`src/rtl/tpg_pkg.sv`:
```
package tpg_pkg;
    localparam int TPG_NUM_TP     = 32;
    localparam int TPG_NUM_PULSE  = 8;
    localparam int TPG_NUM_PIN    = 10;
    localparam int TPG_NUM_CLKPIN = 5;
    localparam int TPG_CNT_W      = 12;
    localparam int TPG_DATA_W     = TPG_CNT_W + 1;

    typedef enum logic [2:0] {
        WK_CTRL = 3'd0,
        WK_LEN  = 3'd1,
        WK_TP   = 3'd2,
        WK_POL  = 3'd3,
        WK_PIN  = 3'd4
    } wr_kind_e;

    typedef enum logic [1:0] {
        ST_IDLE = 2'd0,
        ST_SCAN = 2'd1,
        ST_DONE = 2'd2
    } scan_st_e;
endpackage

```
`src/rtl/tpg_regs.sv`:
```
module tpg_regs #(
    parameter int NUM_TP     = tpg_pkg::TPG_NUM_TP,
    parameter int NUM_PULSE  = tpg_pkg::TPG_NUM_PULSE,
    parameter int NUM_PIN    = tpg_pkg::TPG_NUM_PIN,
    parameter int NUM_CLKPIN = tpg_pkg::TPG_NUM_CLKPIN,
    parameter int CNT_W      = tpg_pkg::TPG_CNT_W,
    parameter int IDX_W      = $clog2(NUM_TP),
    parameter int PSEL_W     = $clog2(NUM_PULSE),
    parameter int DATA_W     = CNT_W + 1
) (
    input  logic                                  clk,
    input  logic                                  rst_n,
    input  logic                                  wr_en,
    input  logic [2:0]                            wr_kind,
    input  logic [IDX_W-1:0]                      wr_idx,
    input  logic [DATA_W-1:0]                     wr_data,
    input  logic                                  commit,
    output logic                                  act_en,
    output logic                                  act_master,
    output logic [CNT_W-1:0]                      act_len,
    output logic [NUM_TP-1:0][CNT_W-1:0]          act_tp_val,
    output logic [NUM_TP-1:0]                     act_tp_en,
    output logic [NUM_TP-1:0][NUM_PULSE-1:0]      act_pol,
    output logic [NUM_PIN-1:0][PSEL_W-1:0]        act_sel,
    output logic [NUM_CLKPIN-1:0]                 act_ck,
    output logic [NUM_PIN-1:0]                    act_oe,
    output logic [NUM_PIN-1:0]                    act_se
);
    import tpg_pkg::*;

    localparam int PIN_IW = $clog2(NUM_PIN);
    localparam int CK_IW  = $clog2(NUM_CLKPIN);
    localparam int TP_EN_BIT = CNT_W;
    localparam int CK_BIT = PSEL_W;
    localparam int OE_BIT = PSEL_W + 1;
    localparam int SE_BIT = PSEL_W + 2;

    logic                             stg_en, stg_master;
    logic [CNT_W-1:0]                 stg_len;
    logic [NUM_TP-1:0][CNT_W-1:0]     stg_tp_val;
    logic [NUM_TP-1:0]                stg_tp_en;
    logic [NUM_TP-1:0][NUM_PULSE-1:0] stg_pol;
    logic [NUM_PIN-1:0][PSEL_W-1:0]   stg_sel;
    logic [NUM_CLKPIN-1:0]            stg_ck;
    logic [NUM_PIN-1:0]               stg_oe, stg_se;

    wire [PIN_IW-1:0] pin_i = wr_idx[PIN_IW-1:0];
    wire [CK_IW-1:0]  ck_i  = wr_idx[CK_IW-1:0];

    // staging copy, written directly by the port
    always_ff @(posedge clk or negedge rst_n) begin
        if (!rst_n) begin
            stg_en     <= 1'b0;
            stg_master <= 1'b0;
            stg_len    <= '0;
            stg_tp_val <= '0;
            stg_tp_en  <= '0;
            stg_pol    <= '0;
            stg_sel    <= '0;
            stg_ck     <= '0;
            stg_oe     <= '0;
            stg_se     <= '0;
        end else if (wr_en) begin
            case (wr_kind)
                WK_CTRL: begin
                    stg_en     <= wr_data[0];
                    stg_master <= wr_data[1];
                end
                WK_LEN: stg_len <= wr_data[CNT_W-1:0];
                WK_TP: if (int'(wr_idx) < NUM_TP) begin
                    stg_tp_val[wr_idx] <= wr_data[CNT_W-1:0];
                    stg_tp_en[wr_idx]  <= wr_data[TP_EN_BIT];
                end
                WK_POL: if (int'(wr_idx) < NUM_TP)
                    stg_pol[wr_idx] <= wr_data[NUM_PULSE-1:0];
                WK_PIN: if (int'(wr_idx) < NUM_PIN) begin
                    stg_sel[pin_i] <= wr_data[PSEL_W-1:0];
                    stg_oe[pin_i]  <= wr_data[OE_BIT];
                    stg_se[pin_i]  <= wr_data[SE_BIT];
                    if (int'(wr_idx) < NUM_CLKPIN)
                        stg_ck[ck_i] <= wr_data[CK_BIT];
                end
                default: ;
            endcase
        end
    end

    // enable acts at once; the rest waits for a commit
    assign act_en = stg_en;

    always_ff @(posedge clk or negedge rst_n) begin
        if (!rst_n) begin
            act_master <= 1'b0;
            act_len    <= '0;
            act_tp_val <= '0;
            act_tp_en  <= '0;
            act_pol    <= '0;
            act_sel    <= '0;
            act_ck     <= '0;
            act_oe     <= '0;
            act_se     <= '0;
        end else if (commit) begin
            act_master <= stg_master;
            act_len    <= stg_len;
            act_tp_val <= stg_tp_val;
            act_tp_en  <= stg_tp_en;
            act_pol    <= stg_pol;
            act_sel    <= stg_sel;
            act_ck     <= stg_ck;
            act_oe     <= stg_oe;
            act_se     <= stg_se;
        end
    end
endmodule

```
`src/rtl/tpg_scan.sv`:
```
module tpg_scan #(
    parameter int NUM_TP    = tpg_pkg::TPG_NUM_TP,
    parameter int NUM_PULSE = tpg_pkg::TPG_NUM_PULSE,
    parameter int CNT_W     = tpg_pkg::TPG_CNT_W
) (
    input  logic                              clk,
    input  logic                              rst_n,
    input  logic                              en,
    input  logic                              master,
    input  logic [CNT_W-1:0]                  len,
    input  logic                              line_sync,
    input  logic [NUM_TP-1:0][CNT_W-1:0]      tp_val,
    input  logic [NUM_TP-1:0]                 tp_en,
    input  logic [NUM_TP-1:0][NUM_PULSE-1:0]  pol,
    output logic [CNT_W-1:0]                  cnt,
    output logic [NUM_PULSE-1:0]              pulses,
    output logic                              line_start,
    output logic                              hit
);
    import tpg_pkg::*;

    localparam int TIDX_W = $clog2(NUM_TP);
    localparam int PTR_W  = $clog2(NUM_TP + 1);
    localparam logic [CNT_W-1:0] CNT_MAX = {CNT_W{1'b1}};

    scan_st_e          state_q, state_d;
    logic [PTR_W-1:0]  ptr_q;
    logic [TIDX_W-1:0] idx, nxt_idx;
    logic              cur_ok, nxt_ok;

    assign idx     = ptr_q[TIDX_W-1:0];
    assign nxt_idx = idx + 1'b1;
    assign cur_ok  = (int'(ptr_q) < NUM_TP) && tp_en[idx];
    assign nxt_ok  = (int'(ptr_q) + 1 < NUM_TP) && tp_en[nxt_idx];

    assign line_start = en && (master ? (cnt == len) : line_sync);
    assign hit = en && (state_q != ST_DONE) && cur_ok && (tp_val[idx] == cnt);

    // next-state logic
    always_comb begin
        state_d = state_q;
        if (!en) begin
            state_d = ST_IDLE;
        end else if (line_start) begin
            state_d = ST_SCAN;
        end else begin
            unique case (state_q)
                ST_IDLE, ST_SCAN: begin
                    if (!cur_ok || (hit && !nxt_ok))
                        state_d = ST_DONE;
                    else
                        state_d = ST_SCAN;
                end
                ST_DONE: state_d = ST_DONE;
                default: state_d = ST_IDLE;
            endcase
        end
    end

    // state register
    always_ff @(posedge clk or negedge rst_n) begin
        if (!rst_n) state_q <= ST_IDLE;
        else        state_q <= state_d;
    end

    // counter, scan pointer and pulse levels
    always_ff @(posedge clk or negedge rst_n) begin
        if (!rst_n) begin
            cnt    <= '0;
            ptr_q  <= '0;
            pulses <= '0;
        end else if (!en) begin
            cnt    <= '0;
            ptr_q  <= '0;
            pulses <= '0;
        end else begin
            if (hit)
                pulses <= pol[idx];
            if (line_start) begin
                cnt   <= '0;
                ptr_q <= '0;
            end else begin
                if (cnt != CNT_MAX)
                    cnt <= cnt + 1'b1;
                if (hit)
                    ptr_q <= ptr_q + 1'b1;
            end
        end
    end
endmodule

```
`src/rtl/tpg_pinmux.sv`:
```
module tpg_pinmux #(
    parameter int NUM_PIN    = tpg_pkg::TPG_NUM_PIN,
    parameter int NUM_CLKPIN = tpg_pkg::TPG_NUM_CLKPIN,
    parameter int NUM_PULSE  = tpg_pkg::TPG_NUM_PULSE,
    parameter int PSEL_W     = $clog2(NUM_PULSE)
) (
    input  logic                           pix_clk,
    input  logic [NUM_PULSE-1:0]           pulses,
    input  logic [NUM_PIN-1:0][PSEL_W-1:0] sel,
    input  logic [NUM_CLKPIN-1:0]          ck,
    input  logic [NUM_PIN-1:0]             oe,
    input  logic [NUM_PIN-1:0]             se,
    output logic [NUM_PIN-1:0]             pin_out,
    output logic [NUM_PIN-1:0]             pin_oe
);
    for (genvar p = 0; p < NUM_PIN; p++) begin : g_pin
        logic sig;
        if (p < NUM_CLKPIN) begin : g_clk_capable
            assign sig = ck[p] ? pix_clk : pulses[sel[p]];
        end else begin : g_pulse_only
            assign sig = pulses[sel[p]];
        end
        assign pin_out[p] = oe[p] & se[p] & sig;
        assign pin_oe[p]  = oe[p];
    end
endmodule

```
`src/rtl/tpg_line_pulse_gen.sv`:
```
module tpg_line_pulse_gen #(
    parameter int NUM_TP     = tpg_pkg::TPG_NUM_TP,
    parameter int NUM_PULSE  = tpg_pkg::TPG_NUM_PULSE,
    parameter int NUM_PIN    = tpg_pkg::TPG_NUM_PIN,
    parameter int NUM_CLKPIN = tpg_pkg::TPG_NUM_CLKPIN,
    parameter int CNT_W      = tpg_pkg::TPG_CNT_W,
    localparam int IDX_W     = $clog2(NUM_TP),
    localparam int PSEL_W    = $clog2(NUM_PULSE),
    localparam int DATA_W    = CNT_W + 1
) (
    input  logic               clk,
    input  logic               rst_n,
    input  logic               wr_en,
    input  logic [2:0]         wr_kind,
    input  logic [IDX_W-1:0]   wr_idx,
    input  logic [DATA_W-1:0]  wr_data,
    input  logic               line_sync,
    output logic [NUM_PIN-1:0] pin_out,
    output logic [NUM_PIN-1:0] pin_oe
);
    logic                             act_en, act_master;
    logic [CNT_W-1:0]                 act_len;
    logic [NUM_TP-1:0][CNT_W-1:0]     act_tp_val;
    logic [NUM_TP-1:0]                act_tp_en;
    logic [NUM_TP-1:0][NUM_PULSE-1:0] act_pol;
    logic [NUM_PIN-1:0][PSEL_W-1:0]   act_sel;
    logic [NUM_CLKPIN-1:0]            act_ck;
    logic [NUM_PIN-1:0]               act_oe, act_se;
    logic [CNT_W-1:0]                 cnt;
    logic [NUM_PULSE-1:0]             pulses;
    logic                             line_start, hit, commit;

    assign commit = !act_en || line_start;

    tpg_regs #(
        .NUM_TP(NUM_TP), .NUM_PULSE(NUM_PULSE), .NUM_PIN(NUM_PIN),
        .NUM_CLKPIN(NUM_CLKPIN), .CNT_W(CNT_W), .IDX_W(IDX_W),
        .PSEL_W(PSEL_W), .DATA_W(DATA_W)
    ) u_regs (
        .clk(clk), .rst_n(rst_n), .wr_en(wr_en), .wr_kind(wr_kind),
        .wr_idx(wr_idx), .wr_data(wr_data), .commit(commit),
        .act_en(act_en), .act_master(act_master), .act_len(act_len),
        .act_tp_val(act_tp_val), .act_tp_en(act_tp_en), .act_pol(act_pol),
        .act_sel(act_sel), .act_ck(act_ck), .act_oe(act_oe), .act_se(act_se)
    );

    tpg_scan #(
        .NUM_TP(NUM_TP), .NUM_PULSE(NUM_PULSE), .CNT_W(CNT_W)
    ) u_scan (
        .clk(clk), .rst_n(rst_n), .en(act_en), .master(act_master),
        .len(act_len), .line_sync(line_sync), .tp_val(act_tp_val),
        .tp_en(act_tp_en), .pol(act_pol), .cnt(cnt), .pulses(pulses),
        .line_start(line_start), .hit(hit)
    );

    tpg_pinmux #(
        .NUM_PIN(NUM_PIN), .NUM_CLKPIN(NUM_CLKPIN),
        .NUM_PULSE(NUM_PULSE), .PSEL_W(PSEL_W)
    ) u_pinmux (
        .pix_clk(clk), .pulses(pulses), .sel(act_sel), .ck(act_ck),
        .oe(act_oe), .se(act_se), .pin_out(pin_out), .pin_oe(pin_oe)
    );
endmodule

```
`config.mk`:
```
export PLATFORM = sky130hd
export DESIGN_NAME = tpg_line_pulse_gen
export DESIGN_NICKNAME = d
export VERILOG_FILES = /design/src/rtl/tpg_pkg.sv /design/src/rtl/tpg_regs.sv /design/src/rtl/tpg_scan.sv /design/src/rtl/tpg_pinmux.sv /design/src/rtl/tpg_line_pulse_gen.sv
export SDC_FILE = /design/constraint.sdc
export NUM_CORES = 2
export LEC_CHECK = 0
export BUFFER_PORTS_ARGS = -buffer_cell sky130_fd_sc_hd__buf_2
export CAP_MARGIN = 25
export CELL_PAD_IN_SITES_DETAIL_PLACEMENT = 1
export CELL_PAD_IN_SITES_GLOBAL_PLACEMENT = 1
export CORE_MARGIN = 2
export CORE_UTILIZATION = 29
export CTS_CLUSTER_SIZE = 12
export DETAILED_ROUTE_END_ITERATION = 16
export PLACE_DENSITY = 0.54
export SYNTH_ARGS = -nofsm -noshare
export SYNTH_HDL_FRONTEND = slang
export SYNTH_SLANG_ARGS = --single-unit
export TNS_END_PERCENT = 10
```
`constraint.sdc`:
```
create_clock -name clk -period 4.2 [get_ports clk]
set_clock_uncertainty 0.1 [all_clocks]
set_input_delay 0.42 -clock clk [delete_from_list [all_inputs] [get_ports clk]]
set_output_delay 0.42 -clock clk [all_outputs]
set_load 0.01 [all_outputs]
```
## Word-level counts from Yosys, hierarchy flattened

Index checks and enable logic that the tools add are counted.

| operators by class | value |
|---|---|
| $lt $le $gt $ge | 22 |
| add/sub/neg operators | 4 |
| equality and inequality tests | 13 |
| muxes and demuxes | 65 |
| bitwise gates (word level) | 20 |
| reduce and logical (&&, ||, !) cells | 24 |

Operators with widths:

| cell | count |
|---|---|
| $bwmux W384 | 1 |
| $bwmux W256 | 1 |
| $bmux W12 S5 | 1 |
| $demux W12 S5 | 1 |
| $mux W12 | 5 |
| $lt A3 B4 Y1 const B | 11 |
| $bmux W8 S5 | 1 |
| $demux W8 S5 | 1 |
| $bwmux W32 | 1 |
| $lt A32 B7 Y1 const B | 1 |
| $mux W8 | 4 |
| $bmux W1 S3 | 10 |
| $bwmux W30 | 1 |
| $eq A12 B12 Y1 | 2 |
| $mux W1 | 21 |
| $and A1 B1 Y1 | 20 |
| $bwmux W10 | 2 |
| $lt A5 B6 Y1 const B | 3 |
| $mux W6 | 3 |
| $add A12 B1 Y12 const B | 1 |
| $demux W3 S4 | 1 |
| $ne A12 B12 Y1 const B | 1 |
| $bmux W1 S5 | 2 |
| $logic_and A1 B1 Y1 | 10 |
| other kinds (33) | 43 |

| storage, ports and cells | value |
|---|---|
| bits in registers | 1509 |
| word-level logic and storage cells | 313 |
| bits of input ports | 25 |

## Longest topological paths before layout

| depth | value |
|---|---|
| depth after elaboration | 11 |
| gate-level depth with buffers | 14 |
| mapped depth without buffers | 9 |

## By module

Synthesis repeated with hierarchy kept, for this count alone.

| second synthesis, totals | value |
|---|---|
| cell total of the unflattened synthesis | 4025 |
| area total of the unflattened synthesis | 64079.0 µm² |

Modules (own cells, without submodules):

| module | area an instance (µm²) | cells each | times used | sequential area each (µm²) |
|---|---|---|---|---|
| tpg_regs | 55744.7 | 3292 | 1 | 37060.5 |
| tpg_scan | 7492.2 | 645 | 1 | 700.7 |
| tpg_pinmux | 835.8 | 87 | 1 | 0.0 |
| tpg_line_pulse_gen | 6.3 | 1 | 1 | 0.0 |

==> impl_metrics.tcl <==
set metrics [dict create \
    postCtsSetupBuffers 0 \
    grt.total_usage 0.170 \
    synth-simple-area-share 0.0776 \
    io_pins 45 \
    synth_cell_type_count 70 \
    wl_per_cell_microns 24.2 \
    drc 0 \
    path_common_cell "nand3_1" \
    die_w_microns 472 \
    wl_microns 187000 \
    synthMuxAreaShare 0.291 \
    synth_edf_count 0 \
    synthTopCellsByCount "dfrtp_1, mux2_2, nand2_1" \
    synth.most_common_cell "dfrtp_1" \
    crit_arrival_ns 4.63 \
    status "complete, no violations" \
    syn_area_sq_mm 0.0635 \
    clk_latency_ns 0.93 \
    p_leak_nw 36.2 \
    synthToLayoutAreaGrowth_pct 16.3 \
    comb_power_share 0.102 \
    final_area_sq_mm 0.0739 \
    crit_chain "buf_12 > mux4_1 > a22oi_1 > a21oi_1 > nor3_1 > or3b_2 > nand3_1 > nand4_2 > buf_4 > nand3_1 > a21oi_2" \
    syn_nets 4659 \
    synth-compound-area-share 0.0105 \
    pwr-share-clk 0.443 \
    post-route-util 0.340 \
    hold_slack_ns 0.0771 \
    firstDrtPassIters 5 \
    vias 37400 \
    cp-end-kind "flip-flop" \
    ys_warn_count 0 \
    period_minus_slack_ns 3.93 \
    swShare 0.257 \
    dpl_cell_area_sq_mm 0.0678 \
    core_area_sq_mm 0.217 \
    grt_overflow 0 \
    slew_viol_final 0 \
    pre_cts_ws_ns 0.276 \
    cts_tree "done" \
    rows 171 \
    hold_violations 0 \
    seq_area_frac_synth 0.595 \
    required_ns 4.90 \
    power_density_mw_per_mm2 478 \
    die_h_microns 472 \
    seq_power_share 0.455 \
    ctsResizeCount 0 \
    final_cells 7713 \
    postRouteAntennaNets 0 \
    rsz0062_at_grt "no" \
    dp.cells 7381 \
    seqCellArea_sq_mm 0.0378 \
    setup_viol 0 \
    grt_max_degree 172 \
    dieArea_sq_mm 0.223 \
    drtIter0Drc 2238 \
    multiInputGateArea_sq_mm 0.0244 \
    start_kind "flip-flop" \
    grt_pass1_vias 40800 \
    max_stage_delay_ns 0.65 \
    synth_ff_type "dfrtp_1" \
    synth_top_family_by_area "multiplexers" \
    hpwlAfterDp_microns 117000 \
    grt_first_pass_wirelength_microns 283000 \
    period_share 0.936 \
    port-buffer-count 44 \
    critPathMaxFanout 13 \
    yosysTopAreaCell "dfrtp_1" \
    setup_tns_ns 0 \
    grt_antenna_before_repair 11 \
    fillers 22700 \
    tightest_slew_ns 1.07 \
    synth_area_leaders "dfrtp_1, mux2_2, mux4_2" \
    drv_cap 0 \
    hold_buffers 6 \
    start_util 0.292 \
    post-synth-top-area-fraction 0.595 \
    ys_async_sr_fraction 1.00 \
    clk_pin_slew_ns 0.06 \
    place_congestion 0.787 \
    synth_xor_area_frac 0.00455 \
    ys_ff_latch 1509 \
    hold_class "in -> reg" \
    drive_gt1_frac 0.387 \
    nets 4741 \
    p_sw_mw 9.08 \
    p_total_mw 35.3 \
    viasPerCell 4.85 \
    slew_headroom 0.285 \
    synth_fa_ha_area_frac 0.000394 \
    ir_worst_vdd_mv 0.408 \
    final.setup.worst_slack_ns 0.268 \
    cp_slowest_cell "dfrtp_4" \
    avgSynthCellArea_sq_um 13.7 \
    path_class "reg -> reg" \
    clock.fmax_ghz 0.254 \
    p_int_mw 26.2 \
    syn_inst 4632 \
]
[path summary, 6_finish.rpt]
path | startpoint | to | slack (ns) | cells past startpoint
min in group asynchronous | rst_n | u_regs.stg_tp_val[163] | 0.53 | 3
min reg2reg | u_regs.act_pol[23] | u_regs.act_pol[23] | 0.36 | 2
max reg2reg | u_scan.ptr_q[0] | u_scan.ptr_q[3] | 0.27 | 11
max in group asynchronous | rst_n | u_regs.stg_tp_val[65] | 2.38 | 4
max | u_scan.ptr_q[0] | u_scan.ptr_q[3] | 0.27 | 11
min | wr_kind[1] | u_regs.act_en | 0.08 | 3
[registers in the layout (all words and copies together), names as in the netlist, 12 cells and up]
signal	count
u_regs.act_sel	30
u_scan.cnt	12
u_regs.act_tp_val	384
u_regs.stg_tp_val	384
u_regs.act_pol	256
u_regs.stg_len	12
u_regs.act_tp_en	32
u_regs.stg_pol	256
u_regs.stg_tp_en	32
u_regs.stg_sel	30
u_regs.act_len	12
[power groups by stage]
stage                     clock [mW]  combinational, mW  sequential [mW]
final                           15.6               3.59             16.1
after global routing            16.8               3.93             16.2
after CTS                       16.2               3.69             16.1
after detailed placement     0.00322               3.67             16.3
after global placement       0.00322               3.61             16.3
after floorplan              0.00322               2.33             16.1
[cell families (layout without fill, tap and decap cells)]
kind of cell / Yosys count / after routing
compound gates: 91 / 91
xor+xnor: 33 / 33
fa+ha+maj: 2 / 2
buf+inv: 328 / 554
flops: 1509 / 1509
mux: 1442 / 1442
other cells: 0 / 1
simple gates: 1227 / 1227
[metal layers]
metal / part of all wire / wire, microns / up-vias / GRT usage
met5: 0.00024 / 45 / - / 0
met4: 0.022 / 4080 / 6 / 0.0419
met3: 0.027 / 4980 / 266 / 0.0265
met2: 0.49 / 90600 / 451 / 0.281
met1: 0.47 / 86900 / 20400 / 0.233
li1: - / - / 16300 / -
[layout make-up]
class                           instances  area share
Clock inverter                         47     0.00896
Antenna cell                            1   0.0000339
Tap cell                             2854      0.0483
Multi-Input combinational cell       2795       0.331
Timing Repair Buffer                  221      0.0279
Inverter                                4    0.000203
Clock buffer                          282      0.0725
Sequential cell                      1509       0.511
[cell usage in the layout, fill, tap and decap left out, types with 9 or more instances in the layout]
master,count
nor2_1,66
mux4_2,185
dfrtp_1,1505
o21ai_0,11
clkbuf_16,179
nand2b_1,13
bufinv_16,9
a22oi_1,14
buf_12,35
clkbuf_1,50
xnor2_1,21
buf_4,148
nand2_1,1017
nor2b_1,16
mux2i_1,73
nand3_1,20
buf_2,35
nor3_1,17
and3_1,14
mux2_2,1169
xor2_1,12
mux4_1,15
a21oi_1,11
nor2_2,14
clkbuf_8,48
nand4_1,10
clkinv_2,20
[critical path: cells and delay by family, from the launching register on]
kind            cells  cell delay [ns]
simple gates        5             1.58
flops               1             0.65
mux                 1             0.55
buf+inv             2             0.51
compound gates      3             0.39
Power figures use the tool's default switching activity.
